==> src/rtl/alu8_pkg.sv <==
package alu8_pkg;
   typedef enum logic [3:0] {
      OP_ADC = 4'd0,
      OP_OR  = 4'd1,
      OP_AND = 4'd2,
      OP_XOR = 4'd3,
      OP_BIT = 4'd4,
      OP_SHL = 4'd5,
      OP_SHR = 4'd6,
      OP_ROL = 4'd7,
      OP_ROR = 4'd8
   } alu_op_e;

   localparam int ST_C = 0;
   localparam int ST_Z = 1;
   localparam int ST_V = 6;
   localparam int ST_N = 7;
   localparam int ST_W = 8;
endpackage

==> src/rtl/alu8_add.sv <==
module alu8_add #(
   parameter int W      = 8,
   parameter bit RIPPLE = 1'b1
) (
   input  logic [W-1:0] a,
   input  logic [W-1:0] b,
   input  logic         cin,
   output logic [W-1:0] sum,
   output logic         cout,
   output logic         ovf
);
   localparam int MSB = W - 1;

   generate
      if (RIPPLE) begin : g_ripple
         logic [W:0] carry;
         assign carry[0] = cin;
         for (genvar i = 0; i < W; i++) begin : g_bit
            assign sum[i]     = a[i] ^ b[i] ^ carry[i];
            assign carry[i+1] = (a[i] & b[i]) | (carry[i] & (a[i] ^ b[i]));
         end
         assign cout = carry[W];
      end else begin : g_infer
         logic [W:0] wide;
         assign wide = {1'b0, a} + {1'b0, b} + {{W{1'b0}}, cin};
         assign sum  = wide[MSB:0];
         assign cout = wide[W];
      end
   endgenerate

   // signed overflow: result sign disagrees with both input signs
   assign ovf = (sum[MSB] ^ a[MSB]) & (sum[MSB] ^ b[MSB]);
endmodule

==> src/rtl/alu8_logic.sv <==
module alu8_logic
   import alu8_pkg::*;
#(
   parameter int W = 8
) (
   input  alu_op_e      op,
   input  logic [W-1:0] a,
   input  logic [W-1:0] b,
   output logic [W-1:0] res,
   output logic         and_zero
);
   logic [W-1:0] conj;
   assign conj     = a & b;
   assign and_zero = (conj == '0);

   always_comb begin
      unique case (op)
         OP_OR:   res = a | b;
         OP_XOR:  res = a ^ b;
         default: res = conj;
      endcase
   end
endmodule

==> src/rtl/alu8_shift.sv <==
module alu8_shift
   import alu8_pkg::*;
#(
   parameter int W = 8
) (
   input  alu_op_e      op,
   input  logic [W-1:0] val,
   input  logic         cin,
   output logic [W-1:0] res,
   output logic         cout
);
   localparam int MSB = W - 1;

   logic left;
   logic fill;

   assign left = (op == OP_SHL) || (op == OP_ROL);
   assign fill = ((op == OP_ROL) || (op == OP_ROR)) ? cin : 1'b0;

   always_comb begin
      if (left) begin
         res  = {val[MSB-1:0], fill};
         cout = val[MSB];
      end else begin
         res  = {fill, val[MSB:1]};
         cout = val[0];
      end
   end
endmodule

==> src/rtl/alu8_core.sv <==
module alu8_core
   import alu8_pkg::*;
#(
   parameter int W      = 8,
   parameter bit RIPPLE = 1'b1
) (
   input  logic              clk,
   input  logic              rst_n,
   input  logic              in_valid,
   input  logic [3:0]        in_op,
   input  logic [W-1:0]      in_acc,
   input  logic [W-1:0]      in_opnd,
   input  logic [ST_W-1:0]   in_status,
   output logic              out_valid,
   output logic [W-1:0]      out_result,
   output logic              out_wr,
   output logic [ST_W-1:0]   out_status
);
   localparam int MSB = W - 1;

   generate
      if (W < 4) begin : g_bad_width
         $error("alu8_core: W must be at least 4");
      end
   endgenerate

   alu_op_e op;
   assign op = alu_op_e'(in_op);

   logic [W-1:0] add_sum, log_res, sh_res;
   logic         add_c, add_v, and_z, sh_c;

   alu8_add #(.W(W), .RIPPLE(RIPPLE)) u_add (
      .a(in_acc), .b(in_opnd), .cin(in_status[ST_C]),
      .sum(add_sum), .cout(add_c), .ovf(add_v)
   );

   alu8_logic #(.W(W)) u_logic (
      .op(op), .a(in_acc), .b(in_opnd), .res(log_res), .and_zero(and_z)
   );

   alu8_shift #(.W(W)) u_shift (
      .op(op), .val(in_opnd), .cin(in_status[ST_C]), .res(sh_res), .cout(sh_c)
   );

   logic [W-1:0]    nxt_res;
   logic [ST_W-1:0] nxt_st;
   logic            nxt_wr;

   always_comb begin
      nxt_res = out_result;
      nxt_st  = in_status;
      nxt_wr  = 1'b0;
      case (op)
         OP_ADC: begin
            nxt_res        = add_sum;
            nxt_wr         = 1'b1;
            nxt_st[ST_C]   = add_c;
            nxt_st[ST_V]   = add_v;
         end
         OP_OR, OP_AND, OP_XOR: begin
            nxt_res = log_res;
            nxt_wr  = 1'b1;
         end
         OP_SHL, OP_SHR, OP_ROL, OP_ROR: begin
            nxt_res      = sh_res;
            nxt_wr       = 1'b1;
            nxt_st[ST_C] = sh_c;
         end
         OP_BIT: begin
            nxt_st[ST_Z] = and_z;
            nxt_st[ST_N] = in_opnd[MSB];
            nxt_st[ST_V] = in_opnd[MSB-1];
         end
         default: ;
      endcase
      if (nxt_wr) begin
         nxt_st[ST_N] = nxt_res[MSB];
         nxt_st[ST_Z] = (nxt_res == '0);
      end
   end

   always_ff @(posedge clk) begin
      if (!rst_n) begin
         out_valid  <= 1'b0;
         out_wr     <= 1'b0;
         out_result <= '0;
         out_status <= '0;
      end else begin
         out_valid <= in_valid;
         out_wr    <= in_valid & nxt_wr;
         if (in_valid) begin
            out_result <= nxt_res;
            out_status <= nxt_st;
         end
      end
   end

   AST_LATENCY: assert property (@(posedge clk) disable iff (!rst_n)
      in_valid |=> out_valid);
   AST_WR_WITH_VALID: assert property (@(posedge clk) disable iff (!rst_n)
      out_wr |-> out_valid);
   AST_PASS_BITS: assert property (@(posedge clk) disable iff (!rst_n)
      in_valid |=> out_status[5:2] == $past(in_status[5:2]));
   AST_LOGIC_KEEP_VC: assert property (@(posedge clk) disable iff (!rst_n)
      (in_valid && (in_op == 4'd1 || in_op == 4'd2 || in_op == 4'd3))
      |=> (out_status[ST_V] == $past(in_status[ST_V])) &&
          (out_status[ST_C] == $past(in_status[ST_C])));
   AST_BIT_NO_WRITE: assert property (@(posedge clk) disable iff (!rst_n)
      (in_valid && in_op == 4'd4) |=> !out_wr && $stable(out_result));
   AST_UNDEF_NO_EFFECT: assert property (@(posedge clk) disable iff (!rst_n)
      (in_valid && in_op > 4'd8)
      |=> !out_wr && $stable(out_result) && out_status == $past(in_status));
   AST_Z_MATCHES: assert property (@(posedge clk) disable iff (!rst_n)
      out_wr |-> out_status[ST_Z] == (out_result == '0));
endmodule

==> config.mk <==
export PLATFORM = sky130hd
export DESIGN_NAME = alu8_core
export DESIGN_NICKNAME = d
export VERILOG_FILES = /design/src/rtl/alu8_pkg.sv /design/src/rtl/alu8_add.sv /design/src/rtl/alu8_logic.sv /design/src/rtl/alu8_shift.sv /design/src/rtl/alu8_core.sv
export SDC_FILE = /design/constraint.sdc
export NUM_CORES = 1
export LEC_CHECK = 0
export BUFFER_PORTS_ARGS = -buffer_cell sky130_fd_sc_hd__buf_2
export CAP_MARGIN = 10
export CORE_UTILIZATION = 55
export CTS_BUF_LIST = sky130_fd_sc_hd__clkbuf_8
export CTS_CLUSTER_SIZE = 25
export DETAILED_ROUTE_END_ITERATION = 6
export GPL_TIMING_DRIVEN = 1
export PLACE_DENSITY = 0.93
export SLEW_MARGIN = 30
export SYNTH_ARGS = -nofsm -noshare
export SYNTH_HDL_FRONTEND = slang
export SYNTH_SLANG_ARGS = --single-unit
==> constraint.sdc <==
create_clock -name clk -period 4.6 [get_ports clk]
set_input_delay 0.46 -clock clk [delete_from_list [all_inputs] [get_ports clk]]
set_output_delay 0.46 -clock clk [all_outputs]
set_load 0.03 [all_outputs]
* After elaboration in Yosys (flattened, before gate mapping)
Cells that the tools add are included.
W data, S select, Z words.
** Storage, ports and cells
- Output and inout port bits :: 18
- Logic and storage cells :: 79
- Flip-flop bits (word level) :: 18
** Cells by class
- Equal/unequal tests :: 8
- Reduce and logical (&&, ||, !) cells :: 8
- Bitwise gates (word level) :: 47
- Mux-type cells :: 12
** Operators with widths (count)
- $pmux W8 S3 :: 1
- $and A1 B1 Y1 :: 18
- $xor A1 B1 Y1 :: 18
- $eq A4 B3 Y1 const B :: 4
- $logic_not A8 Y1 :: 2
- $pmux W8 S2 :: 1
- $and A8 B8 Y8 :: 1
- $eq A4 B2 Y1 const B :: 2
- $mux W8 :: 1
- $or A1 B1 Y1 :: 8
- $or A8 B8 Y8 :: 1
- $reduce_or A8 Y1 :: 1
- $xor A8 B8 Y8 :: 1
- $mux W1 :: 7
- $eq A4 B1 Y1 const B :: 1
- $eq A4 B4 Y1 const B :: 1
- $logic_not A4 Y1 :: 1
- $pmux W1 S2 :: 2
- $reduce_or A4 Y1 :: 1
- $reduce_or A3 Y1 :: 1
- $logic_or A1 B1 Y1 :: 2

* Logic depth before layout (Yosys ltp)
- Word-level depth :: 19
- Gate-level depth with buffers :: 19
- Gate-level depth less buffers :: 19

* By module
A second synthesis with hierarchy kept.
** Unflattened totals
- Cell total of the unflattened synthesis :: 238
- Area, all modules :: 1875.5 µm²
** Modules (own cells, without submodules)
- alu8_core :: instances 1, area an instance 1059.8 µm², cells each 130, sequential area each 360.3 µm²
- alu8_logic :: instances 1, area an instance 466.7 µm², cells each 72, sequential area each 0.0 µm²
- alu8_add :: instances 1, area an instance 212.7 µm², cells each 21, sequential area each 0.0 µm²
- alu8_shift :: instances 1, area an instance 136.4 µm², cells each 15, sequential area each 0.0 µm²

* Least setup slack after synthesis
Ideal clock, no wire load.
- Path type :: input to register
- Start point :: in in_acc[0]
- End point :: reg out_status[1]
- Required time :: 4.504 ns
- Arrival time :: 4.080 ns
- Setup time :: 0.096 ns
- Stages :: 19
- Slack :: 0.425 ns
- Path buffers :: 0
- Cell sequence :: inv_1 -> fa_1 -> fa_1 -> inv_1 -> fa_1 -> inv_1 -> fa_1 -> inv_1 -> fa_1 -> fa_1 -> inv_1 -> fa_1 -> fa_1 -> nor3_1 -> a21oi_1 -> o211a_1 -> a41o_1 -> nand4_1 -> o41ai_2
** On the way
- Cells in the longest elaborated chain, start to end :: 19
** Ends and longest elaborated chain
- start: declaration :: RTL line alu8_core.sv:11 : input logic [W-1:0] in_acc,
- $xor A1 B1 Y1 :: RTL line alu8_add.sv:19, alu8_add.sv:20
- $and A1 B1 Y1 :: RTL line alu8_add.sv:20 : assign carry[i+1] = (a[i] & b[i]) | (carry[i] & (a[i] ^ b[i]));
- $or A1 B1 Y1 :: RTL line alu8_add.sv:20
- $and A1 B1 Y1 :: RTL line alu8_add.sv:20
- $or A1 B1 Y1 :: RTL line alu8_add.sv:20
- $and A1 B1 Y1 :: RTL line alu8_add.sv:20
- $or A1 B1 Y1 :: RTL line alu8_add.sv:20
- $and A1 B1 Y1 :: RTL line alu8_add.sv:20
- (+3 left out)
- $and A1 B1 Y1 :: RTL line alu8_add.sv:20
- $or A1 B1 Y1 :: RTL line alu8_add.sv:20
- $and A1 B1 Y1 :: RTL line alu8_add.sv:20
- $or A1 B1 Y1 :: RTL line alu8_add.sv:20
- $xor A1 B1 Y1 :: RTL line alu8_add.sv:19 : assign sum[i] = a[i] ^ b[i] ^ carry[i];
- $pmux W8 S3 :: RTL line alu8_core.sv:54 : case (op)
- $logic_not A8 Y1 :: RTL line alu8_core.sv:79 : nxt_st[ST_Z] = (nxt_res == '0);
- $mux W1 * :: RTL line alu8_core.sv:77 : if (nxt_wr) begin
- end signal: assignment :: RTL line alu8_core.sv:94 : out_status <= nxt_st;
- end: declaration :: RTL line alu8_core.sv:17 : output logic [ST_W-1:0] out_status
Every way passes the cells marked *; elsewhere a longest branch is shown, timed or not.
A chain may end at the register's enable or synchronous reset.

* Worst setup path after layout
- Start point :: in in_opnd[0]
- End point :: reg out_status[1]
** On the way
- Cells in the longest elaborated chain, start to end :: 19
** Ends and longest elaborated chain
- start: declaration :: RTL line alu8_core.sv:12 : input logic [W-1:0] in_opnd,
- $xor A1 B1 Y1 :: RTL line alu8_add.sv:19, alu8_add.sv:20
- $and A1 B1 Y1 :: RTL line alu8_add.sv:20
- $or A1 B1 Y1 :: RTL line alu8_add.sv:20
- $and A1 B1 Y1 :: RTL line alu8_add.sv:20
- $or A1 B1 Y1 :: RTL line alu8_add.sv:20
- $and A1 B1 Y1 :: RTL line alu8_add.sv:20
- $or A1 B1 Y1 :: RTL line alu8_add.sv:20
- $and A1 B1 Y1 :: RTL line alu8_add.sv:20
- (+3 left out)
- $and A1 B1 Y1 :: RTL line alu8_add.sv:20
- $or A1 B1 Y1 :: RTL line alu8_add.sv:20
- $and A1 B1 Y1 :: RTL line alu8_add.sv:20
- $or A1 B1 Y1 :: RTL line alu8_add.sv:20
- $xor A1 B1 Y1 :: RTL line alu8_add.sv:19
- $pmux W8 S3 :: RTL line alu8_core.sv:54
- $logic_not A8 Y1 :: RTL line alu8_core.sv:79
- $mux W1 * :: RTL line alu8_core.sv:77
Marked as above.

==> flow_summary.toml <==
[status]
outcome = "finished, final reports clean"

[floorplan]
dieHeight_um = 59.1
dieWidth_um = 59.1
ios = 49
initial_utilization_pct = 58.2
row_count = 20
die_outline_area_um2 = 3490
core-area_um2 = 3080

[routing]
vias = 1921
drt_iter0_drc = 134
vias_per_cell = 6.02
routed_antenna_nets = 0
post_drt_wl_per_cell_um = 14.4
drc_violations_left = 0
totalWireLength_um = 4600
detailed_routing_iterations_pass_1 = 6

[yosys]
synthDominantAreaCellType = "sky130_fd_sc_hd__dfxtp_1"
synth_area_per_cell_um2 = 7.56
post-synth-top-count-cell = "sky130_fd_sc_hd__nor2_1"
dominantRegCellSynth = "sky130_fd_sc_hd__dfxtp_1"
synth-async-reset-ratio_pct = 0
mappedNetlistArea_um2 = 1790
synth.ff_latch_count = 18
yosysUniqueCellTypes = 46
count_of_flip_flops_with_a_built_in_enable_after_synthesis = 0
synth.top_cell.area_share_pct = 20.1
yosysSeqAreaShare_pct = 20.1
net_count_after_synthesis = 292
synthesized_instance_count = 237
synth.cells.most_frequent = "sky130_fd_sc_hd__nor2_1, sky130_fd_sc_hd__inv_1, sky130_fd_sc_hd__a21oi_1"
post_synth_main_area_contributors = "sky130_fd_sc_hd__dfxtp_1, sky130_fd_sc_hd__ha_1, sky130_fd_sc_hd__fa_1"
ys_warn_count = 0

[timing]
post-route-period-util_pct = 92.8
report.final.slew_viol_count = 0
worstMarginPinSlew_ns = 0.552
fmax_mhz = 234
worst_clock_skew_ns = 0.000669
min_period_ns = 4.27
timing.final.hold_violations = 0
whs_ns = 0.453
setup_viol_count_final = 0
timing.max_slew.rel_slack_pct = 62.9
finalSetupTns_ns = 0
rsz0062_at_grt = "false"
worst_slack_ns = 0.330

[global_routing]
grt_util_all_layers_pct = 29.0
vias_in_the_first_global_route = 1703
antenna_found_initial = 0
globalRoute.totalOverflow = 0
grt_start_max_net_pins = 26
global_route_wire_length_before_repair_um = 7710

[worst_hold_path]
min-delay-start = "in_status[3]"
whs_path_depth = 3
tightest_hold_check_type = "input pin to flop"
whs_endpoint = "out_status[3]"

[cts]
cts-hold-fix-buffers = 0
clock_insertion_delay_worst_skew_ns = 0.25
cts_made_buffers = 3
cts.sinks = 18
clk_pin_slew_ns = 0.06
cts_max_path_buffers = 2
post_cts_buffers = 0
cts_tree = "done"
h-tree-depth = 1
post_cts.resized_instances = 0
clock_root_buffer = "sky130_fd_sc_hd__clkbuf_8"

[critical_path]
slowest_stage = "sky130_fd_sc_hd__fa_1"
worst-r2r-cell-count = 3
worst_setup_path_start_kind = "input pin"
cp-end-kind = "flop"
worst-setup-path-type = "input pin to flop"
worst-path-max-fanout = 5
r2r-start = "out_result[0]"
path_common_cell = "sky130_fd_sc_hd__fa_1"
timing.rr.end = "out_status[1]"
worst_ep_arrival_time_ns = 4.42
reg2reg_setup_slack_ns = 3.42
timing.critical_path.required_ns = 4.75
path_cells = "buf_2, inv_1, fa_1, fa_1, inv_1, fa_1, inv_1, fa_1, inv_1, fa_1, fa_1, inv_1, fa_2, fa_1, nor3_1, a21oi_1, o211a_1, a41o_1, nand4_1, o41ai_2"
cp_slowest_stage_delay_ns = 0.56

[place]
io_buffer_count = 48
hpwl_um = 3640
gpl.final_weighted_congestion = 0.900
pre_cts_ws_ns = -0.000890

[layout]
layout.nets = 332
n_antenna_cell = 0
area.growth.synth_to_final_pct = 15.9
drive_above_1_share_pct = 20.7
finalCoreUtilization_pct = 67.4

[power_and_ir_drop]
worst_ir_drop_vdd_mv = 0.0942
p_per_area_nw_per_um2 = 224
p_total_uw = 465
power_leakage_uw = 0.00101

[flow_run]
maxCapViolations = 0
[power breakdown]
group	switching, µW	internal [µW]	total (µW)
Combinational	120	67.9	188
Clock	45.9	58.1	104
Sequential	6.00	167	173
Total	172	293	465
[per-layer routing]
| metal | global-route usage [%] | vias up | wire, µm |
|---|---|---|---|
| met3 | 2.62 | 20 | 398 |
| met4 | 12.6 | 0 | 140 |
| li1 | - | 921 | - |
| met1 | 38.4 | 847 | 1840 |
| met2 | 48.1 | 133 | 2220 |
| met5 | 0 | - | 0 |
[kinds of logic after synthesis]
logic type / count (synthesis) / synth area share [%]
compound gates: 79 / 30.0
simple gates: 71 / 18.2
flops: 18 / 20.1
fa+ha+maj: 24 / 20.1
buf+inv: 40 / 8.73
mux: 5 / 2.79
[state kept, by name, indices dropped and copies added (netlist names)]
name        count
out_result      8
out_status      8
out_valid       1
out_wr          1
[how the worst max path moves through the flow]
| stage | start | to | slack (ns) | cells past startpoint |
|---|---|---|---|---|
| 6_report | in_opnd[0] | out_status[1] | 0.33 | 20 |
| 5_1_grt | in_opnd[0] | out_status[1] | 0.007 | 20 |
| 4_1_cts | in_opnd[0] | out_status[1] | 0.24 | 20 |
| 3_5_place_dp | in_opnd[0] | out_status[1] | -0.0009 | 20 |
| 3_3_place_gp | in_opnd[0] | out_status[1] | 0.13 | 20 |
| 2_1_floorplan | in_acc[0] | out_status[1] | 0.42 | 19 |
[critical path, delay by kind of cell]
kind / cells / cell delay [ns]
and+or+nand+nor: 2 / 0.16
buffers and inverters: 6 / 0.47
AOI/OAI and AO/OA: 4 / 0.78
adders and majority gates: 8 / 2.55
[layout make-up]
type / count / area, µm²
Sequential cell: 18 / 360
Multi-Input combinational cell: 179 / 1280
Inverter: 27 / 101
Timing Repair Buffer: 48 / 240
Tap cell: 44 / 55.1
Clock buffer: 3 / 41.3
Fill cell: 285 / 1000
[stage by stage]
stage | instances | instance area (µm²)
final | 319 | 2080
after global routing | 319 | 2080
after CTS | 319 | 2070
after detailed placement | 316 | 2030
after global placement | 316 | 2030
after floorplan | 237 | 1790
[cell usage in the layout, fill, tap and decap left out, types with 2 or more instances in the layout]
master / netlist / routed
sky130_fd_sc_hd__a211o_1: 2 / 2
sky130_fd_sc_hd__o21ai_0: 18 / 18
sky130_fd_sc_hd__a221oi_1: 2 / 2
sky130_fd_sc_hd__nor2b_1: 6 / 6
sky130_fd_sc_hd__o211ai_1: 4 / 4
sky130_fd_sc_hd__a22o_1: 4 / 4
sky130_fd_sc_hd__nand2_1: 14 / 14
sky130_fd_sc_hd__clkbuf_8: 0 / 3
sky130_fd_sc_hd__mux2i_1: 5 / 5
sky130_fd_sc_hd__o221a_1: 2 / 2
sky130_fd_sc_hd__inv_1: 26 / 26
sky130_fd_sc_hd__a21oi_1: 19 / 19
sky130_fd_sc_hd__ha_1: 16 / 16
sky130_fd_sc_hd__dfxtp_1: 18 / 18
sky130_fd_sc_hd__a211oi_1: 3 / 3
sky130_fd_sc_hd__nor4_1: 2 / 2
sky130_fd_sc_hd__o2111ai_1: 2 / 2
sky130_fd_sc_hd__a221oi_2: 2 / 2
sky130_fd_sc_hd__nand3_1: 4 / 4
sky130_fd_sc_hd__buf_2: 5 / 48
sky130_fd_sc_hd__o21ai_1: 7 / 7
sky130_fd_sc_hd__nor2_1: 29 / 29
sky130_fd_sc_hd__fa_1: 8 / 7
sky130_fd_sc_hd__nand2b_1: 3 / 3
sky130_fd_sc_hd__nor3_1: 6 / 6
sky130_fd_sc_hd__a31oi_1: 3 / 3
Note: power is estimated with default switching activity, not from simulation.
